$ cat config.mk
export PLATFORM = sky130hd
export DESIGN_NAME = oc_phase_pair
export DESIGN_NICKNAME = d
export VERILOG_FILES = /design/src/rtl/ocp_pkg.sv /design/src/rtl/ocp_phase_decode.sv /design/src/rtl/ocp_match.sv /design/src/rtl/ocp_hi_select.sv /design/src/rtl/ocp_lo_select.sv /design/src/rtl/ocp_out_cell.sv /design/src/rtl/oc_phase_pair.sv
export SDC_FILE = /design/constraint.sdc
export NUM_CORES = 1
export LEC_CHECK = 0
export BUFFER_PORTS_ARGS = -buffer_cell sky130_fd_sc_hd__clkbuf_2
export CORE_MARGIN = 10
export CORE_UTILIZATION = 45
export CTS_BUF_LIST = sky130_fd_sc_hd__clkbuf_4 sky130_fd_sc_hd__clkbuf_8
export DETAILED_ROUTE_END_ITERATION = 16
export MAX_ROUTING_LAYER = met4
export PLACE_DENSITY_LB_ADDON = 0.2
export SLEW_MARGIN = 40
export SYNTH_ARGS = -nofsm -noshare
export SYNTH_HDL_FRONTEND = slang
export SYNTH_HIERARCHICAL = 1
export SYNTH_SLANG_ARGS = --single-unit
$ cat constraint.sdc
create_clock -name clk_i -period 2.3 [get_ports clk_i]
set_clock_uncertainty 0.1 [all_clocks]
set_input_delay 0.115 -clock clk_i [delete_from_list [all_inputs] [get_ports clk_i]]
set_output_delay 0.115 -clock clk_i [all_outputs]
set_load 0.02 [all_outputs]
$ cat src/rtl/ocp_pkg.sv
package ocp_pkg;
  localparam int HI_MODE_W = 16;
  localparam int LO_MODE_W = 32;

  typedef enum logic [1:0] {
    ACT_HOLD = 2'd0,
    ACT_HIGH = 2'd1,
    ACT_LOW  = 2'd2,
    ACT_INV  = 2'd3
  } act_e;

  // encoding chosen so that the flag-enable bit index is 3 - phase
  typedef enum logic [1:0] {
    PH_ZERO = 2'd0,
    PH_UP   = 2'd1,
    PH_PEAK = 2'd2,
    PH_DOWN = 2'd3
  } phase_e;

  function automatic logic apply_act(act_e a, logic cur);
    case (a)
      ACT_HIGH: return 1'b1;
      ACT_LOW:  return 1'b0;
      ACT_INV:  return ~cur;
      default:  return cur;
    endcase
  endfunction
endpackage

$ cat src/rtl/ocp_phase_decode.sv
module ocp_phase_decode import ocp_pkg::*; (
  input  logic       zero_i,
  input  logic       peak_i,
  input  logic       up_i,
  output phase_e     phase_o,
  output logic [1:0] fbit_o
);
  always_comb begin
    if (zero_i)      phase_o = PH_ZERO;
    else if (peak_i) phase_o = PH_PEAK;
    else if (up_i)   phase_o = PH_UP;
    else             phase_o = PH_DOWN;
    fbit_o = 2'd3 - phase_o;
  end
endmodule

$ cat src/rtl/ocp_match.sv
module ocp_match import ocp_pkg::*; #(
  parameter int CNT_W = 16
) (
  input  logic [CNT_W-1:0] cnt_i,
  input  logic [CNT_W-1:0] cmp_i,
  input  phase_e           phase_i,
  input  logic             ext_i,
  output logic             hit_o
);
  logic eq, past_turn;
  assign eq        = (cnt_i == cmp_i);
  // counter turned around below the compare value: do not lose the event
  assign past_turn = ext_i && (phase_i == PH_PEAK) && (cmp_i > cnt_i);
  assign hit_o     = eq | past_turn;
endmodule

$ cat src/rtl/ocp_hi_select.sv
module ocp_hi_select import ocp_pkg::*; (
  input  logic [HI_MODE_W-1:0] mode_i,
  input  phase_e               phase_i,
  input  logic [1:0]           fbit_i,
  input  logic                 hit_i,
  output act_e                 act_o,
  output logic                 fset_o
);
  logic [1:0] code;
  always_comb begin
    code = 2'd0;
    case (phase_i)
      PH_ZERO: code = hit_i ? mode_i[11:10] : mode_i[15:14];
      PH_UP:   code = hit_i ? mode_i[9:8]   : 2'd0;
      PH_PEAK: code = hit_i ? mode_i[7:6]   : mode_i[13:12];
      PH_DOWN: code = hit_i ? mode_i[5:4]   : 2'd0;
      default: code = 2'd0;
    endcase
  end
  assign act_o  = act_e'(code);
  assign fset_o = hit_i & mode_i[fbit_i];
endmodule

$ cat src/rtl/ocp_lo_select.sv
module ocp_lo_select import ocp_pkg::*; (
  input  logic [LO_MODE_W-1:0] mode_i,
  input  phase_e               phase_i,
  input  logic [1:0]           fbit_i,
  input  logic                 hit_hi_i,
  input  logic                 hit_lo_i,
  output act_e                 act_o,
  output logic                 fset_o
);
  logic [1:0] code;
  logic [1:0] pair;
  assign pair = {hit_hi_i, hit_lo_i};

  always_comb begin
    code = 2'd0;
    case (phase_i)
      PH_ZERO: case (pair)
        2'b11:   code = mode_i[27:26];
        2'b01:   code = mode_i[11:10];
        2'b10:   code = mode_i[31:30];
        default: code = mode_i[15:14];
      endcase
      PH_UP: case (pair)
        2'b11:   code = mode_i[25:24];
        2'b01:   code = mode_i[9:8];
        2'b10:   code = mode_i[19:18];
        default: code = 2'd0;
      endcase
      PH_PEAK: case (pair)
        2'b11:   code = mode_i[23:22];
        2'b01:   code = mode_i[7:6];
        2'b10:   code = mode_i[29:28];
        default: code = mode_i[13:12];
      endcase
      default: case (pair)
        2'b11:   code = mode_i[21:20];
        2'b01:   code = mode_i[5:4];
        2'b10:   code = mode_i[17:16];
        default: code = 2'd0;
      endcase
    endcase
  end
  assign act_o  = act_e'(code);
  assign fset_o = hit_lo_i & mode_i[fbit_i];
endmodule

$ cat src/rtl/ocp_out_cell.sv
module ocp_out_cell import ocp_pkg::*; (
  input  logic clk_i,
  input  logic rst_ni,
  input  logic en_i,
  input  logic lvl_i,
  input  act_e act_i,
  input  logic fset_i,
  input  logic clr_i,
  output logic pin_o,
  output logic flag_o
);
  always_ff @(posedge clk_i or negedge rst_ni) begin
    if (!rst_ni) begin
      pin_o  <= 1'b0;
      flag_o <= 1'b0;
    end else if (!en_i) begin
      pin_o  <= lvl_i;
      flag_o <= flag_o & ~clr_i;
    end else begin
      pin_o  <= apply_act(act_i, pin_o);
      flag_o <= fset_i | (flag_o & ~clr_i);
    end
  end
endmodule

$ cat src/rtl/oc_phase_pair.sv
module oc_phase_pair import ocp_pkg::*; #(
  parameter int CNT_W = 16
) (
  input  logic                 clk_i,
  input  logic                 rst_ni,
  input  logic [CNT_W-1:0]     count_i,
  input  logic                 count_up_i,
  input  logic                 zero_strobe_i,
  input  logic                 peak_strobe_i,
  input  logic [CNT_W-1:0]     cmp_hi_i,
  input  logic [CNT_W-1:0]     cmp_lo_i,
  input  logic [HI_MODE_W-1:0] mode_hi_i,
  input  logic [LO_MODE_W-1:0] mode_lo_i,
  input  logic                 ext_hi_i,
  input  logic                 ext_lo_i,
  input  logic                 en_hi_i,
  input  logic                 en_lo_i,
  input  logic                 lvl_hi_i,
  input  logic                 lvl_lo_i,
  input  logic                 irq_en_hi_i,
  input  logic                 irq_en_lo_i,
  input  logic                 clr_hi_i,
  input  logic                 clr_lo_i,
  output logic                 pin_hi_o,
  output logic                 pin_lo_o,
  output logic                 flag_hi_o,
  output logic                 flag_lo_o,
  output logic                 irq_hi_o,
  output logic                 irq_lo_o
);
  localparam int SIDES = 2;
  localparam int HI = 0;
  localparam int LO = 1;

  phase_e     phase;
  logic [1:0] fbit;

  logic [CNT_W-1:0] cmp_v [SIDES];
  logic [SIDES-1:0] ext_v, en_v, lvl_v, clr_v, irq_en_v;
  logic [SIDES-1:0] hit, fset, pin_q, flag_q;
  act_e             act_v [SIDES];

  assign cmp_v[HI] = cmp_hi_i;
  assign cmp_v[LO] = cmp_lo_i;
  assign ext_v     = {ext_lo_i, ext_hi_i};
  assign en_v      = {en_lo_i, en_hi_i};
  assign lvl_v     = {lvl_lo_i, lvl_hi_i};
  assign clr_v     = {clr_lo_i, clr_hi_i};
  assign irq_en_v  = {irq_en_lo_i, irq_en_hi_i};

  ocp_phase_decode u_phase (
    .zero_i  (zero_strobe_i),
    .peak_i  (peak_strobe_i),
    .up_i    (count_up_i),
    .phase_o (phase),
    .fbit_o  (fbit)
  );

  ocp_hi_select u_hi_sel (
    .mode_i  (mode_hi_i),
    .phase_i (phase),
    .fbit_i  (fbit),
    .hit_i   (hit[HI]),
    .act_o   (act_v[HI]),
    .fset_o  (fset[HI])
  );

  ocp_lo_select u_lo_sel (
    .mode_i   (mode_lo_i),
    .phase_i  (phase),
    .fbit_i   (fbit),
    .hit_hi_i (hit[HI]),
    .hit_lo_i (hit[LO]),
    .act_o    (act_v[LO]),
    .fset_o   (fset[LO])
  );

  for (genvar s = 0; s < SIDES; s++) begin : g_side
    ocp_match #(.CNT_W(CNT_W)) u_match (
      .cnt_i   (count_i),
      .cmp_i   (cmp_v[s]),
      .phase_i (phase),
      .ext_i   (ext_v[s]),
      .hit_o   (hit[s])
    );

    ocp_out_cell u_cell (
      .clk_i  (clk_i),
      .rst_ni (rst_ni),
      .en_i   (en_v[s]),
      .lvl_i  (lvl_v[s]),
      .act_i  (act_v[s]),
      .fset_i (fset[s]),
      .clr_i  (clr_v[s]),
      .pin_o  (pin_q[s]),
      .flag_o (flag_q[s])
    );
  end

  assign pin_hi_o  = pin_q[HI];
  assign pin_lo_o  = pin_q[LO];
  assign flag_hi_o = flag_q[HI];
  assign flag_lo_o = flag_q[LO];
  assign irq_hi_o  = flag_q[HI] & irq_en_v[HI];
  assign irq_lo_o  = flag_q[LO] & irq_en_v[LO];
endmodule

==> summary.md <==
| Metric | Value |
|---|---|
| Status | `finished with violations` |
| Failing checks | `negative setup slack` |
| Top-level I/O count | `about 120` |
| Vias | `roughly 2100` |
| Grt met2 use | `35.2%` |
| WS Path Type | `input pin to flop` |
| Avg WL per Cell | `about 16 um` |
| Largest family of logic cells by synthesized area | `adder cells` |
| Detailed Routing Iterations Pass 1 | `4` |
| DRT Wirelength | `between 6 and 7 mm` |
| Clock Path Buffers | `2` |
| CP Launch Type | `input pin` |
| Clock-pin transition on the worst setup and hold timing paths | `approximately 0.04 ns` |
| Share of cells above drive strength 1 | `just under 60%` |
| Number of nets in the layout | `between 500 and 600` |
| DR iter-0 viols | `between 80 and 90` |
| Fmax | `about 410 MHz` |
| Final setup viols | `1` |
| Net Sw Frac | `about two fifths` |
| Input/output buffers | `~120` |
| P_leak | `~1.5 nW` |
| Largest net degree at the start of global routing | `14` |
| Dpl cell area | `between 0.002 and 0.0025 mm2` |
| Clk Tree Root Cell | `clkbuf_4` |
| Req. time, crit path | `roughly 2.3 ns` |
| PD cells | `238 mW/mm2` |
| Psw | `approximately 0.26 mW` |
| Post-Syn Nets | `around 350` |
| HP Class | `input pin to flop` |
| Number of remaining DRC errors | `0` |
| Mux cell area share after synthesis | `13.9%` |
| Unique masters post-synth | `33` |
| Mean Syn Cell Area | `~7.6 um2` |
| Ranking of synthesized cells by area | `ha_1, inv_1, a21oi_1, dfrtp_1, mux2i_1` |
| Post-route ant nets | `0` |
| Post-Synth Adder-Cell Area | `a little over a quarter` |
| Fin crit period | `2.47 ns` |
| Total track usage | `19.3%` |
| Synth top area share | `a little over a quarter` |
| Post-Synth Simple-Gate Area | `approximately 17%` |
| Max VDD drop | `~0.17 mV` |
| Via-per-instance ratio | `around 5.3` |
| Setup WS pre-CTS | `-0.497 ns` |
| Clock network fraction of total power | `12.9%` |
| #FFs+latches synth | `4` |
| RSZ-0062 raised after global routing | `yes` |
| TritonCTS clock tree | `done` |
| Core footprint | `~0.0033 mm2` |
| Synth Area in Compound Gates | `between 20% and 30%` |
| Seq pwr share | `12.2%` |
| Max-Cap Viols | `0` |
| Ant diodes | `0` |
| Synth area leader | `ha_1` |
| Initial antenna violation count | `0` |
| Die Area | `0.00613 mm2` |
| Fin area | `0.00280 mm2` |
| Sink Count | `4` |
| Power Internal | `slightly above 0.4 mW` |
| GR Util met1 | `about a fifth` |
| Number of global-route vias before repair | `approximately 2300` |
| Initial Util | `46.2%` |
| Area Growth Syn to Fin | `82.8%` |
| Post-synthesis sequential area ratio | `between 6 and 7%` |
| Yosys warnings | `6` |
| Max FO, Critical Path | `6` |
| Gr ovfl total | `0` |
| Xor/xnor share of the synthesized area | `0%` |
| Total negative slack | `-0.168 ns` |
| Final hold viol count | `0` |
| Met3 Track Usage GR | `5.47%` |
| Comb power frac | `between 70% and 80%` |
| Die W | `78.3 um` |
| H-tree lvl count | `1` |
| Final setup margin | `-0.168 ns` |
| Area of the mapped netlist | `approximately 0.0015 mm2` |
| Fin. max-slew vios | `0` |
| Die Height | `approximately 78 um` |
| First-pass GRT wire length | `between 9 and 10 mm` |
| Clock Latency Late Sink | `around 0.23 ns` |
| Mapped Cells | `roughly 200` |
| Tcrit/Tclk final | `107%` |
| Critical Path End Type | `flop` |
| Post-DP HPWL | `~4.9 mm` |
| Relative slew margins | `around four fifths` |
| Worst slew pin tran | `around 0.29 ns` |
| Inserted Clock Buffers | `3` |
| Arr. time, crit path | `about 2.5 ns` |
| Cell Rows | `21` |
| Most used routing layer in global routing | `met2` |
| Final GP Congestion | `between 0.8 and 0.9` |
| Design Power | `roughly 0.67 mW` |
## per-layer routing
layer / wire [um] / share of wire, %
met1: 2460 / 37
met2: 3510 / 53
met3: 445 / 6.7
met4: 208 / 3.1
met5: 0 / 0
## state kept, by name, summed over array words and instances (netlist names)
name and cells:
g_side.u_cell/pin_o 2, g_side.u_cell/flag_o 2
## power by group through the flow
stage               registers [mW]  logic [mW]  clock network (mW)
detailed placement          0.0817       0.398                   0
global placement            0.0811       0.386                   0
global route                0.0813       0.545              0.0961
floorplan                   0.0883       0.199                   0
CTS                         0.0808       0.439              0.0880
finish                      0.0810       0.499              0.0859
## path summary, 6_finish.rpt
kind | from | endpoint | slack, ns | depth (start not counted)
max | count_i[15] | g_side[1].u_cell/pin_o | -0.17 | 13
min | en_lo_i | g_side[1].u_cell/flag_o | 0.05 | 3
max reg2reg | g_side[0].u_cell/pin_o | g_side[0].u_cell/pin_o | 1.28 | 2
min reg2reg | g_side[1].u_cell/flag_o | g_side[1].u_cell/flag_o | 0.47 | 2
max in group asynchronous | rst_ni | g_side[1].u_cell/pin_o | 1.84 | 2
min in group asynchronous | rst_ni | g_side[0].u_cell/flag_o | 0.13 | 2
## critical path, stage by stage
cell and delay [ns]:
clkbuf_2 0.10, inv_1 0.12, ha_4 0.23, a21oi_2 0.14
o21ai_2 0.09, o211ai_1 0.21, a21boi_2 0.11, a41o_4 0.29
mux2i_1 0.13, mux4_2 0.49, a21oi_1 0.17, nand2_1 0.07
a31o_1 0.21
## synthesized netlist by cell type
library cell,number
nor2b_1,4
mux2i_1,10
a41o_1,2
and2_1,4
a211oi_1,4
inv_1,35
o21ai_1,6
o32ai_1,2
a22oi_1,2
a21o_1,1
nand2b_1,4
o21a_1,1
or2_4,1
a21oi_1,25
mux4_2,4
ha_1,32
a21boi_1,2
mux2_2,2
a31o_1,2
a32o_1,2
buf_6,2
a22o_1,2
a221o_1,2
nand2_1,25
dfrtp_1,4
o211ai_1,2
or2_1,2
inv_2,1
clkbuf_1,1
o21ai_0,4
nor2_8,2
nor2_1,8
a21oi_2,2
## cell usage in the layout, fill, tap and decap left out, drive strengths merged
| cell type | count |
|---|---|
| a21boi | 2 |
| mux4 | 4 |
| buf | 36 |
| nor2 | 10 |
| a211oi | 4 |
| a31o | 2 |
| clkbuf | 118 |
| ha | 32 |
| a221o | 2 |
| o32ai | 2 |
| inv | 36 |
| nand2b | 4 |
| a32o | 2 |
| a21oi | 27 |
| a21o | 1 |
| a22o | 2 |
| dlygate4sd3 | 3 |
| or2 | 3 |
| nand2 | 25 |
| o21ai | 10 |
| and2 | 4 |
| a41o | 3 |
| nor2b | 4 |
| mux2 | 2 |
| mux2i | 10 |
| o21a | 1 |
| dfrtp | 4 |
| o211ai | 2 |
| a22oi | 2 |
## stage by stage
step	instances	util (%)	hold slack, ns
3_3_place_gp	392	73.3	-0.176
5_1_grt	403	84.5	0.0544
3_5_place_dp	392	73.3	-0.173
2_1_floorplan	202	-	-0.281
6_report	403	84.5	0.0472
4_1_cts	403	80.0	0.0243
## cell type report
type                    count  area, um2
repair buffers            154        932
flip-flops and latches      4        100
inverters                  36        148
multi-input cells         160       1540
clock buffers               3       22.5
well taps                  46       57.6
fillers                   222        513
## timing repair
item / 4_1_cts / 5_1_grt
pin swaps: 19 / 8
endpoints found under the hold margin: 6 / 0
hold buffers: 3 / 0
cloned: 1 / 0
setup endpoints to repair: 2 / 2
setup buffers: 4 / 0
gates resized for setup: 26 / 30
## logic make-up (layout without fill, tap and decap cells)
group                      after synthesis  after routing
DFF                                      4              4
muxes                                   16             16
and+or+nand+nor                         50             50
AOI/OAI and AO/OA                       61             62
buffers and inverters                   39            193
adders and majority gates               32             32
Power figures use the tool's default switching activity.
